==> config.mk <==
export PLATFORM = sky130hd
export DESIGN_NAME = trig_logic_unit
export DESIGN_NICKNAME = d
export VERILOG_FILES = /design/src/rtl/tlu_pkg.sv /design/src/rtl/tlu_edge_lane.sv /design/src/rtl/tlu_decide.sv /design/src/rtl/tlu_record.sv /design/src/rtl/trig_logic_unit.sv
export SDC_FILE = /design/constraint.sdc
export NUM_CORES = 1
export LEC_CHECK = 0
export ABC_AREA = 1
export BUFFER_PORTS_ARGS = -buffer_cell sky130_fd_sc_hd__buf_2
export CORE_MARGIN = 3
export CORE_UTILIZATION = 30
export DETAILED_ROUTE_END_ITERATION = 6
export PLACE_DENSITY = 0.51
export SLEW_MARGIN = 20
export SYNTH_ARGS = -nofsm -noshare
export SYNTH_HDL_FRONTEND = slang
export SYNTH_HIERARCHICAL = 1
export SYNTH_SLANG_ARGS = --single-unit
==> constraint.sdc <==
create_clock -name clk -period 3.5 [get_ports clk]
set_clock_uncertainty 0.15 [all_clocks]
set_input_delay 0.7 -clock clk [delete_from_list [all_inputs] [get_ports clk]]
set_output_delay 0.7 -clock clk [all_outputs]
set_load 0.02 [all_outputs]
==> src/rtl/tlu_pkg.sv <==
package tlu_pkg;

  localparam int unsigned DEF_INPUTS  = 6;
  localparam int unsigned DEF_DUTS    = 4;
  localparam int unsigned DEF_SPC     = 16;
  localparam int unsigned DEF_STAMP_W = 48;
  localparam int unsigned DEF_CNT_W   = 32;

  typedef enum logic [1:0] {
    DEC_IDLE = 2'd0,
    DEC_FIRE = 2'd1,
    DEC_VETO = 2'd2
  } decision_e;

  // Busy gating only bites when the mode is on and a selected line is high.
  function automatic logic busy_blocks(input logic mode_on, input logic any_busy);
    return mode_on & any_busy;
  endfunction

endpackage

==> src/rtl/tlu_edge_lane.sv <==
module tlu_edge_lane #(
  parameter int unsigned SPC    = 16,
  parameter int unsigned FINE_W = $clog2(SPC)
) (
  input  logic              clk,
  input  logic              rst,
  input  logic [SPC-1:0]    samples,
  input  logic              lane_en,
  output logic              active,
  output logic [FINE_W-1:0] fine
);

  logic              prev_q;
  logic [FINE_W:0]   hit;

  // Returns {found, index of lowest sample that rises from the one before it}.
  function automatic logic [FINE_W:0] first_rise(input logic [SPC-1:0] s, input logic p);
    logic [SPC-1:0]  rises;
    logic [FINE_W:0] r;
    rises = s & ~{s[SPC-2:0], p};
    r = '0;
    for (int i = SPC - 1; i >= 0; i--) begin
      if (rises[i]) r = {1'b1, FINE_W'(i)};
    end
    return r;
  endfunction

  always_comb begin
    hit    = first_rise(samples, prev_q);
    active = lane_en & hit[FINE_W];
    fine   = active ? hit[FINE_W-1:0] : '0;
  end

  always_ff @(posedge clk) begin
    if (rst) prev_q <= 1'b0;
    else     prev_q <= samples[SPC-1];
  end

endmodule

==> src/rtl/tlu_decide.sv <==
module tlu_decide
  import tlu_pkg::*;
#(
  parameter int unsigned N_IN  = 6,
  parameter int unsigned N_DUT = 4,
  parameter int unsigned TT_W  = 1 << N_IN
) (
  input  logic [N_IN-1:0]  act_mask,
  input  logic [TT_W-1:0]  truth_table,
  input  logic [N_DUT-1:0] busy_in,
  input  logic [N_DUT-1:0] busy_enable,
  input  logic             veto_on,
  output logic             tt_hit,
  output logic             veto_hit,
  output decision_e        decision
);

  always_comb begin
    tt_hit   = truth_table[act_mask];
    veto_hit = busy_blocks(veto_on, |(busy_in & busy_enable));
    if (!tt_hit)      decision = DEC_IDLE;
    else if (veto_hit) decision = DEC_VETO;
    else              decision = DEC_FIRE;
  end

endmodule

==> src/rtl/tlu_record.sv <==
module tlu_record
  import tlu_pkg::*;
#(
  parameter int unsigned N_IN    = 6,
  parameter int unsigned N_DUT   = 4,
  parameter int unsigned FINE_W  = 4,
  parameter int unsigned STAMP_W = 48,
  parameter int unsigned CNT_W   = 32
) (
  input  logic                   clk,
  input  logic                   rst,
  input  decision_e              decision,
  input  logic [N_IN-1:0]        act_mask,
  input  logic [N_IN*FINE_W-1:0] fine_bus,
  output logic [STAMP_W-1:0]     stamp_now,
  output logic [N_DUT-1:0]       trig_out,
  output logic                   rec_valid,
  output logic [STAMP_W-1:0]     rec_stamp,
  output logic [N_IN-1:0]        rec_mask,
  output logic [N_IN*FINE_W-1:0] rec_fine,
  output logic [CNT_W-1:0]       rec_seq,
  output logic [CNT_W-1:0]       veto_count
);

  logic [STAMP_W-1:0] stamp_q;
  logic [CNT_W-1:0]   seq_q;
  logic [CNT_W-1:0]   veto_q;
  logic               fire;

  assign fire = (decision == DEC_FIRE);

  always_ff @(posedge clk) begin
    if (rst) begin
      stamp_q   <= '0;
      seq_q     <= '0;
      veto_q    <= '0;
      rec_valid <= 1'b0;
      rec_stamp <= '0;
      rec_mask  <= '0;
      rec_fine  <= '0;
      rec_seq   <= '0;
    end else begin
      stamp_q   <= stamp_q + 1'b1;
      rec_valid <= fire;
      if (fire) begin
        rec_stamp <= stamp_q;
        rec_mask  <= act_mask;
        rec_fine  <= fine_bus;
        rec_seq   <= seq_q;
        seq_q     <= seq_q + 1'b1;
      end
      if (decision == DEC_VETO) veto_q <= veto_q + 1'b1;
    end
  end

  // One flop per device output so each line can be placed near its connector.
  for (genvar d = 0; d < N_DUT; d++) begin : g_dut
    logic trig_q;
    always_ff @(posedge clk) begin
      if (rst) trig_q <= 1'b0;
      else     trig_q <= fire;
    end
    assign trig_out[d] = trig_q;
  end

  assign stamp_now  = stamp_q;
  assign veto_count = veto_q;

endmodule

==> src/rtl/trig_logic_unit.sv <==
module trig_logic_unit
  import tlu_pkg::*;
#(
  parameter int unsigned N_IN    = DEF_INPUTS,
  parameter int unsigned N_DUT   = DEF_DUTS,
  parameter int unsigned SPC     = DEF_SPC,
  parameter int unsigned STAMP_W = DEF_STAMP_W,
  parameter int unsigned CNT_W   = DEF_CNT_W,
  parameter int unsigned FINE_W  = $clog2(SPC),
  parameter int unsigned TT_W    = 1 << N_IN
) (
  input  logic                   clk,
  input  logic                   rst,
  input  logic [N_IN*SPC-1:0]    samp_in,
  input  logic [N_IN-1:0]        in_enable,
  input  logic [TT_W-1:0]        truth_table,
  input  logic [N_DUT-1:0]       busy_in,
  input  logic [N_DUT-1:0]       busy_enable,
  input  logic                   veto_on,
  output logic [N_DUT-1:0]       trig_out,
  output logic                   rec_valid,
  output logic [STAMP_W-1:0]     rec_stamp,
  output logic [N_IN-1:0]        rec_mask,
  output logic [N_IN*FINE_W-1:0] rec_fine,
  output logic [CNT_W-1:0]       rec_seq,
  output logic [CNT_W-1:0]       veto_count
);

  // Internal events, named so the bound checker can see them.
  logic [N_IN-1:0]        lane_act;
  logic [N_IN*FINE_W-1:0] fine_bus;
  logic                   tt_hit;
  logic                   veto_hit;
  decision_e              decision;
  logic [STAMP_W-1:0]     stamp_now;

  for (genvar i = 0; i < N_IN; i++) begin : g_lane
    tlu_edge_lane #(
      .SPC    (SPC),
      .FINE_W (FINE_W)
    ) u_lane (
      .clk     (clk),
      .rst     (rst),
      .samples (samp_in[i*SPC +: SPC]),
      .lane_en (in_enable[i]),
      .active  (lane_act[i]),
      .fine    (fine_bus[i*FINE_W +: FINE_W])
    );
  end

  tlu_decide #(
    .N_IN  (N_IN),
    .N_DUT (N_DUT),
    .TT_W  (TT_W)
  ) u_decide (
    .act_mask    (lane_act),
    .truth_table (truth_table),
    .busy_in     (busy_in),
    .busy_enable (busy_enable),
    .veto_on     (veto_on),
    .tt_hit      (tt_hit),
    .veto_hit    (veto_hit),
    .decision    (decision)
  );

  tlu_record #(
    .N_IN    (N_IN),
    .N_DUT   (N_DUT),
    .FINE_W  (FINE_W),
    .STAMP_W (STAMP_W),
    .CNT_W   (CNT_W)
  ) u_record (
    .clk        (clk),
    .rst        (rst),
    .decision   (decision),
    .act_mask   (lane_act),
    .fine_bus   (fine_bus),
    .stamp_now  (stamp_now),
    .trig_out   (trig_out),
    .rec_valid  (rec_valid),
    .rec_stamp  (rec_stamp),
    .rec_mask   (rec_mask),
    .rec_fine   (rec_fine),
    .rec_seq    (rec_seq),
    .veto_count (veto_count)
  );

endmodule

==> flow_summary.json, run 1 <==
{
  "cp_slowest_stage_delay_ns": 0.24,
  "start_kind": "input pin",
  "diodes": 0,
  "period_needed_ns": 3.08,
  "multiInputGateArea_mm2": 0.00679,
  "cpMostUsedCell": "nand2_1",
  "cp_slowest_cell": "nor3_1",
  "yosys_warnings": 6,
  "seqPwrFrac_pct": 40.4,
  "rrSetupSlack_ns": 0.42,
  "path_clk_slew_ns": 0.06,
  "rsz0062_at_grt": "no",
  "p_sw_uw": 2060,
  "worst_pin_slew_ns": 0.792,
  "status": "finished clean",
  "final_cell_mix": "nand2_1, buf_2, nor2_1",
  "seq_area_mm2": 0.00458,
  "dp_hpwl_um": 32800,
  "root_buffer": "clkbuf_16",
  "synth.cell_area_mm2": 0.0129,
  "cts_tree": "done",
  "fp.dieW_um": 213,
  "initial_core_util_pct": 30.5,
  "hold_depth": 3,
  "fillCellCount": 4601,
  "row_count": 75,
  "slew_headroom_pct": 47.2,
  "cp-end-kind": "flip-flop",
  "clk_latency_ns": 0.54,
  "reg2reg_from": "g_lane[0].u_lane/prev_q",
  "ant_nets": 0,
  "post_cts_buffers": 0,
  "avgSynthCellArea_um2": 6.20,
  "path_buf_inv": 7,
  "final_cells": 2993,
  "path_max_fanout": 9,
  "synth_cells": 2074,
  "tns_ns": 0,
  "htree_levels": 1,
  "ctsHoldBuffers": 0,
  "antenna_found_initial": 0,
  "rr_worst_depth": 25,
  "period_share_pct": 88.1,
  "fmax_mhz": 324,
  "grt_pass1_vias": 13200,
  "gp_congestion": 0.890,
  "layout_commonest_cell": "nand2_1",
  "cts.path.max_buffers": 3,
  "cts_sinks": 229,
  "wl_per_cell_um": 13.9,
  "reg2reg_to": "u_record/veto_count[30]",
  "vias": 13800,
  "required_ns": 3.73,
  "drt-pass1-iter-count": 6,
  "num-nets-final": 2614,
  "via_per_inst": 4.62,
  "path_delay_family": "simple AND/OR/NAND/NOR gates",
  "hold_end": "g_lane[1].u_lane/prev_q",
  "crit_type": "input pin to flip-flop",
  "dp_cells": 2944,
  "grt_pass1_wl_um": 65900,
  "die_h_um": 213,
  "core_mm2": 0.0421,
  "die-area_mm2": 0.0454,
  "io_pins": 324,
  "syn_nets": 2254,
  "grt_max_degree": 66,
  "swShare_pct": 29.1,
  "p_leak_uw": 0.00779,
  "hold_violations": 0,
  "powerDensity_mw_per_mm2": 433,
  "track_usage_pct": 17.8,
  "p_clk_share_pct": 40.9,
  "drv_cap": 0,
  "report.final.setup_viol": 0,
  "peakVddDrop_mv": 0.300,
  "area_delta_synth_final_pct": 27.3,
  "arrival_ns": 3.32,
  "gr-total-overflow": 0,
  "hold_class": "input pin to flip-flop",
  "first_iter_violations": 670,
  "io_buffers": 323,
  "numCtsBuffers": 27,
  "cell_internal_pwr_uw": 5020,
  "final_layout_size_suffix_gt1_share_pct": 23.8,
  "drcViolationCount": 0,
  "p_comb_share_pct": 18.7,
  "cts_resized": 0,
  "drt-total-wl_um": 41500,
  "drv_slew": 0,
  "hold_start": "samp_in[31]"
}
-- cell type report --
type,instances,area share (%)
sequential,229,28.0
clock inverter,10,0.826
multi-input combinational,1476,41.5
clock buffer,39,4.77
timing repair buffer,396,13.8
inverter,304,7.06
tap,539,4.12
-- metrics by stage --
| step | util, % | total power [uW] | cell area (um2) | hold slack (ns) | setup WS (ns) |
|---|---|---|---|---|---|
| finish | 38.8 | 7080 | 16400 | 0.236 | 0.416 |
| global route | 38.8 | 7470 | 16400 | 0.215 | 0.0292 |
| CTS | 38.8 | 7210 | 16400 | 0.197 | 0.314 |
| detailed placement | 36.7 | 4260 | 15400 | 0.289 | -0.192 |
| global placement | 36.7 | 4240 | 15400 | 0.281 | -0.220 |
| floorplan | - | 3720 | 12900 | 0.267 | 0.233 |
-- state kept, by name, summed over array words and instances, names as in the netlist, 6 cells and up --
| register | flops |
|---|---|
| g_lane.u_lane/prev_q | 6 |
| u_record/veto_count | 32 |
| u_record/stamp_now | 48 |
| u_record/rec_fine | 24 |
| u_record/seq_q | 32 |
| u_record/rec_mask | 6 |
| u_record/rec_seq | 32 |
| u_record/rec_stamp | 48 |
-- layer usage --
layer	share of wire [%]	wire length, um	up-vias	GRT usage [%]
met5	0	0	-	0
met4	2.4	1010	0	4.47
met3	4.3	1800	56	2.95
met2	49	20400	262	32.3
met1	44	18300	6280	21.8
li1	-	-	7229	-
-- tightest hold or removal path: stages --
cell    delay [ns]
buf_2         0.11
inv_1         0.04
nor2_1        0.03
-- power by group through the flow --
stage | clock network [uW] | registers [uW] | logic (uW)
2_1_floorplan | 0 | 3100 | 627
6_report | 2900 | 2860 | 1320
5_1_grt | 3110 | 2880 | 1480
4_1_cts | 3010 | 2870 | 1340
3_3_place_gp | 0 | 2920 | 1330
3_5_place_dp | 0 | 2920 | 1340
-- worst max path at each step --
| stage | to | slack (ns) | cells after the start | start |
|---|---|---|---|---|
| after floorplan | u_record/rec_stamp[1] | 0.23 | 25 | samp_in[0] |
| after global placement | u_record/seq_q[29] | -0.22 | 27 | samp_in[10] |
| after detailed placement | u_record/seq_q[8] | -0.19 | 26 | samp_in[10] |
| after CTS | u_record/seq_q[8] | 0.31 | 25 | g_lane[0].u_lane/prev_q |
| after global routing | u_record/seq_q[8] | 0.03 | 27 | g_lane[0].u_lane/prev_q |
| final | u_record/veto_count[30] | 0.42 | 26 | samp_in[2] |
Power figures use the tool's default switching activity.
==> run 2: changes to the inputs <==
--- a/config.mk
+++ b/config.mk
@@ -7,10 +7,12 @@
 export LEC_CHECK = 0
 export ABC_AREA = 1
 export BUFFER_PORTS_ARGS = -buffer_cell sky130_fd_sc_hd__buf_2
+export CELL_PAD_IN_SITES_DETAIL_PLACEMENT = 2
+export CELL_PAD_IN_SITES_GLOBAL_PLACEMENT = 2
 export CORE_MARGIN = 3
-export CORE_UTILIZATION = 30
+export CORE_UTILIZATION = 28
 export DETAILED_ROUTE_END_ITERATION = 6
-export PLACE_DENSITY = 0.51
+export PLACE_DENSITY = 0.82
 export SLEW_MARGIN = 20
 export SYNTH_ARGS = -nofsm -noshare
 export SYNTH_HDL_FRONTEND = slang
==> run 2 against run 1 <==
Against the previous run: clock-buffer cell count down 2; via count rose by 6.4%; clock power increased by 3%; sequential power is essentially flat; sequential share of layout area shrank 0.30 points; sequential cell count unchanged; register-to-register slack worse by 0.16 ns; critical path type is now flip-flop to flip-flop; critical endpoint is now u_record/rec_stamp[22].
==> flow_summary.json, run 2 (same netlist as run 1, synthesis figures left out) <==
{
  "required_ns": 3.78,
  "multiInputGateArea_mm2": 0.00685,
  "die-area_mm2": 0.0485,
  "numCtsBuffers": 28,
  "met2_usage_pct": 38.4,
  "via_per_inst": 4.83,
  "num-nets-final": 2616,
  "rr_worst_depth": 25,
  "io_pins": 324,
  "period_share_pct": 92.7,
  "fin_util_pct": 36.9,
  "grt_util_met3_pct": 2.94,
  "cp-end-kind": "flip-flop",
  "drt-pass1-iter-count": 4,
  "final.setup.worst_slack_ns": 0.255,
  "final_cell_mix": "nand2_1, buf_2, nor2_1",
  "arrival_ns": 3.53,
  "drcViolationCount": 0,
  "drv_slew": 0,
  "fmax_mhz": 308,
  "report.final.setup_viol": 0,
  "fillCellCount": 5524,
  "slew_headroom_pct": 41.4,
  "track_usage_pct": 21.0,
  "dp_worst_setup_slack_ns": -0.405,
  "swShare_pct": 30.4,
  "hold_violations": 0,
  "start_kind": "flip-flop",
  "htree_levels": 1,
  "cts.path.max_buffers": 3,
  "fp.dieW_um": 220,
  "cell_internal_pwr_uw": 5060,
  "p_sw_uw": 2210,
  "holdWs_ns": 0.226,
  "antenna_found_initial": 0,
  "path_max_fanout": 32,
  "gr-total-overflow": 0,
  "area_delta_synth_final_pct": 28.7,
  "peakVddDrop_mv": 0.285,
  "first_iter_violations": 553,
  "dp_hpwl_um": 41000,
  "seqPwrFrac_pct": 39.5,
  "wl_per_cell_um": 17.2,
  "p_total_uw": 7270,
  "p_comb_share_pct": 19.5,
  "period_needed_ns": 3.24,
  "root_buffer": "clkbuf_16",
  "final_layout_size_suffix_gt1_share_pct": 24.2,
  "gr-usage-met1_pct": 25.3,
  "hold_depth": 3,
  "busiest_layer": "met2",
  "status": "finished clean",
  "grt_pass1_wl_um": 82800,
  "layout_commonest_cell": "nand2_1",
  "cts_tree": "done",
  "cts_sinks": 229,
  "drv_cap": 0,
  "clk_latency_ns": 0.55,
  "drt-total-wl_um": 52300,
  "grt_pass1_vias": 15800,
  "crit_type": "flip-flop to flip-flop",
  "worst_pin_slew_ns": 0.878,
  "seq_area_mm2": 0.00458,
  "vias": 14700,
  "grt_max_degree": 76,
  "powerDensity_mw_per_mm2": 439,
  "row_count": 77,
  "core_mm2": 0.0448,
  "die_h_um": 220,
  "ctsHoldBuffers": 0,
  "initial_core_util_pct": 28.7,
  "p_clk_share_pct": 41.0,
  "path_clk_slew_ns": 0.06,
  "ant_nets": 0,
  "hold_class": "input pin to flip-flop",
  "gp_congestion": 0.849,
  "p_leak_uw": 0.00781,
  "diodes": 0,
  "tns_ns": 0,
  "io_buffers": 323
}
## run 2: changes by cell type in the layout (fill, tap and decap cells not counted), sizes merged
| cell | previous run | this run |
|---|---|---|
| clkinv | 6 | 7 |
| buf | 396 | 395 |
| clkbuf | 39 | 38 |
| clkinvlp | 1 | 3 |
## run 2: per-stage QoR
stage                     instances  area (um2)
after CTS                      3044       16400
after global placement         2995       15500
final                          3047       16500
after detailed placement       2995       15500
after floorplan                2074       12900
after global routing           3047       16500
## run 2: critical path, cell delays in order (launching register included)
cell and delay (ns):
dfxtp_1 0.29, inv_1 0.04, nand2_1 0.07, nand2_1 0.08
inv_2 0.04, nand2_2 0.09, nor2_4 0.04, a21oi_2 0.15
buf_6 0.20, buf_6 0.15, nand2_1 0.07, nand3_1 0.09
nand3_1 0.10, nand2_2 0.11, nand2_1 0.05, nand3_1 0.09
nand3_2 0.11, a21oi_2 0.16, buf_4 0.16, inv_2 0.05
nand2_4 0.12, inv_6 0.06, buf_6 0.16, buf_12 0.17
o21ai_0 0.23, a21oi_1 0.07
## run 2: layout make-up
class,count,area share (%)
inverters,304,7.05
repair inverters,1,0.0529
clock buffers,37,4.75
repair buffers,396,13.7
flip-flops and latches,229,27.7
multi-input cells,1476,41.4
well taps,592,4.48
clock inverters,12,0.885
## run 2: power by group through the flow
stage / registers, uW / clock network [uW] / logic [uW]
2_1_floorplan: 3100 / 0 / 627
3_3_place_gp: 2920 / 0 / 1350
6_report: 2870 / 2980 / 1420
5_1_grt: 2890 / 3190 / 1580
4_1_cts: 2880 / 3090 / 1430
3_5_place_dp: 2930 / 0 / 1410
## run 2: timing repair
action	CTS	global route
resized for setup	0	23
hold endpoints to repair	0	0
setup buffers	0	1
endpoints found under the setup margin	0	134
## run 2: final timing paths
check,start,slack (ns),to
min,samp_in[95],0.23,g_lane[5].u_lane/prev_q
max reg2reg,g_lane[0].u_lane/prev_q,0.26,u_record/rec_stamp[22]
max,g_lane[0].u_lane/prev_q,0.26,u_record/rec_stamp[22]
min reg2reg,u_record/stamp_now[0],0.31,u_record/stamp_now[0]
## run 2: per-layer routing
| layer | wire length (um) | share of wire [%] | up-vias |
|---|---|---|---|
| met4 | 1750 | 3.3 | 0 |
| met5 | 0 | 0 | - |
| met2 | 26300 | 50 | 235 |
| li1 | - | - | 7214 |
| met3 | 1950 | 3.7 | 88 |
| met1 | 22300 | 43 | 7169 |
==> run 3: changes to the inputs <==
--- a/config.mk
+++ b/config.mk
@@ -6,13 +6,13 @@
 export NUM_CORES = 1
 export LEC_CHECK = 0
 export ABC_AREA = 1
-export BUFFER_PORTS_ARGS = -buffer_cell sky130_fd_sc_hd__buf_2
 export CELL_PAD_IN_SITES_DETAIL_PLACEMENT = 2
 export CELL_PAD_IN_SITES_GLOBAL_PLACEMENT = 2
 export CORE_MARGIN = 3
-export CORE_UTILIZATION = 28
+export CORE_UTILIZATION = 33
 export DETAILED_ROUTE_END_ITERATION = 6
-export PLACE_DENSITY = 0.82
+export DONT_BUFFER_PORTS = 1
+export PLACE_DENSITY = 0.81
 export SLEW_MARGIN = 20
 export SYNTH_ARGS = -nofsm -noshare
 export SYNTH_HDL_FRONTEND = slang
==> run 3 against run 2 <==
Against the previous run: global-route usage grew 1.6 points; routed wire length shrank 6.9%; critical path depth grew 1; total power shrank 0.51%; final area shrank 11%; combinational power shrank 40%; sequential share of layout area grew 3.4 points; die area shrank 15%; critical path type unchanged.
==> flow_summary.json, run 3 (same netlist as run 1, synthesis figures left out) <==
{
  "status": "finished clean",
  "fmax_mhz": 313,
  "hold_class": "input pin to flip-flop",
  "drv_slew": 0,
  "required_ns": 3.84,
  "core_mm2": 0.0380,
  "path_clk_slew_ns": 0.06,
  "initial_core_util_pct": 33.8,
  "dp_worst_setup_slack_ns": -0.313,
  "rrSetupSlack_ns": 0.30,
  "reg2reg_from": "g_lane[0].u_lane/prev_q",
  "vias": 13400,
  "gp_congestion": 0.849,
  "io_buffers": 0,
  "track_usage_pct": 22.5,
  "crit_type": "flip-flop to flip-flop",
  "die-area_mm2": 0.0414,
  "num-nets-final": 2267,
  "slew_headroom_pct": 37.0,
  "die_h_um": 203,
  "via_per_inst": 5.11,
  "final.setup.worst_slack_ns": 0.300,
  "cp-end-kind": "flip-flop",
  "drt-total-wl_um": 48700,
  "rr_worst_depth": 26,
  "worst_pin_slew_ns": 0.943,
  "diodes": 0,
  "powerDensity_mw_per_mm2": 491,
  "worstSetupStartpoint": "g_lane[0].u_lane/prev_q",
  "placed_cell_area_mm2": 0.0136,
  "drcViolationCount": 0,
  "grt_pass1_vias": 14700,
  "grt_pass1_wl_um": 76600,
  "period_needed_ns": 3.20,
  "row_count": 71,
  "p_leak_uw": 0.00627,
  "fp.dieW_um": 203,
  "final_layout_size_suffix_gt1_share_pct": 11.7,
  "io_pins": 324,
  "layout_commonest_cell": "nand2_1",
  "root_buffer": "clkbuf_16",
  "grt_max_degree": 66,
  "peakVddDrop_mv": 0.375,
  "gr-total-overflow": 0,
  "drv_cap": 0,
  "cts_tree": "done",
  "numCtsBuffers": 28,
  "hold_start": "rst",
  "antenna_found_initial": 0,
  "ctsHoldBuffers": 0,
  "dp_cells": 2565,
  "final_cells": 2620,
  "drt-pass1-iter-count": 4,
  "reg2reg_to": "u_record/veto_count[24]",
  "area_delta_synth_final_pct": 14.5,
  "ant_nets": 0,
  "start_kind": "flip-flop",
  "cts_sinks": 229,
  "hold_depth": 1,
  "path_max_fanout": 16,
  "clk_latency_ns": 0.55,
  "report.final.setup_viol": 0,
  "arrival_ns": 3.54,
  "cts.path.max_buffers": 3,
  "dp_hpwl_um": 37100,
  "htree_levels": 1,
  "period_share_pct": 91.4,
  "hold_violations": 0,
  "wl_per_cell_um": 18.6,
  "hold_end": "g_lane[5].u_lane/prev_q",
  "final_cell_mix": "nand2_1, nor2_1, inv_1",
  "first_iter_violations": 436,
  "final_area_mm2": 0.0147
}
[run 3: how the worst max path moves through the flow]
| stage | to | slack [ns] | cells past startpoint |
|---|---|---|---|
| after global placement | u_record/veto_count[30] | -0.1 | 26 |
| after global routing | u_record/veto_count[22] | -0.005 | 26 |
| final | u_record/veto_count[24] | 0.30 | 26 |
| after floorplan | u_record/rec_stamp[1] | 0.23 | 25 |
| after CTS | u_record/veto_count[24] | 0.04 | 27 |
| after detailed placement | u_record/veto_count[6] | -0.31 | 26 |
[run 3: stage by stage]
step / utilization (%) / hold WS (ns) / power [uW] / setup TNS [ns]
2_1_floorplan: - / 0.267 / 3720 / 0
3_3_place_gp: 35.7 / 0.279 / 3950 / -2.67
3_5_place_dp: 35.7 / 0.292 / 4010 / -23.27
4_1_cts: 38.4 / 0.0488 / 7320 / 0
5_1_grt: 38.7 / 0.0657 / 7590 / -0.00860
6_report: 38.7 / 0.0868 / 7230 / 0
[run 3: timing repair]
item | in CTS | in global routing
setup buffers | 0 | 1
gates resized for setup | 0 | 16
setup endpoints to repair | 0 | 128
endpoints found under the hold margin | 0 | 0
[run 3: worst max-delay path: stages, from the launching register on]
cell and delay [ns]:
dfxtp_1 0.29, inv_1 0.06, nand2_1 0.07, nand2_1 0.08, inv_2 0.05, nand2_2 0.10, nor2_4 0.05, a21oi_4 0.16
buf_4 0.15, clkbuf_16 0.16, nand2_1 0.06, nand3_1 0.08, nand3_1 0.07, nand2_1 0.10, nand2_1 0.06, nand3_1 0.09
nand3_2 0.09, a21oi_2 0.19, buf_4 0.14, nand2_4 0.10, inv_2 0.12, nand3_4 0.13, nor2_4 0.22, nand3_1 0.13
nand2_1 0.10, inv_1 0.05, nor2_1 0.09
[run 3: power by group]
group          switching [uW]  internal, uW
Combinational             547           301
Sequential                351          2770
Clock                    1200          2060
[run 3: final cells by class]
type	count	area, um2
Clock buffer	38	810
Sequential cell	229	4580
Tap cell	511	639
Fill cell	4781	23300
Inverter	304	1160
Multi-Input combinational cell	1476	6840
Timing Repair Buffer	48	458
Clock inverter	14	231
[run 3: layer usage]
layer	wire length [um]	global-route usage [%]	vias to the layer above
li1	-	-	6523
met1	20100	26.0	6568
met2	25400	43.3	234
met3	2130	3.77	60
met4	1080	4.99	0
met5	0	0	-
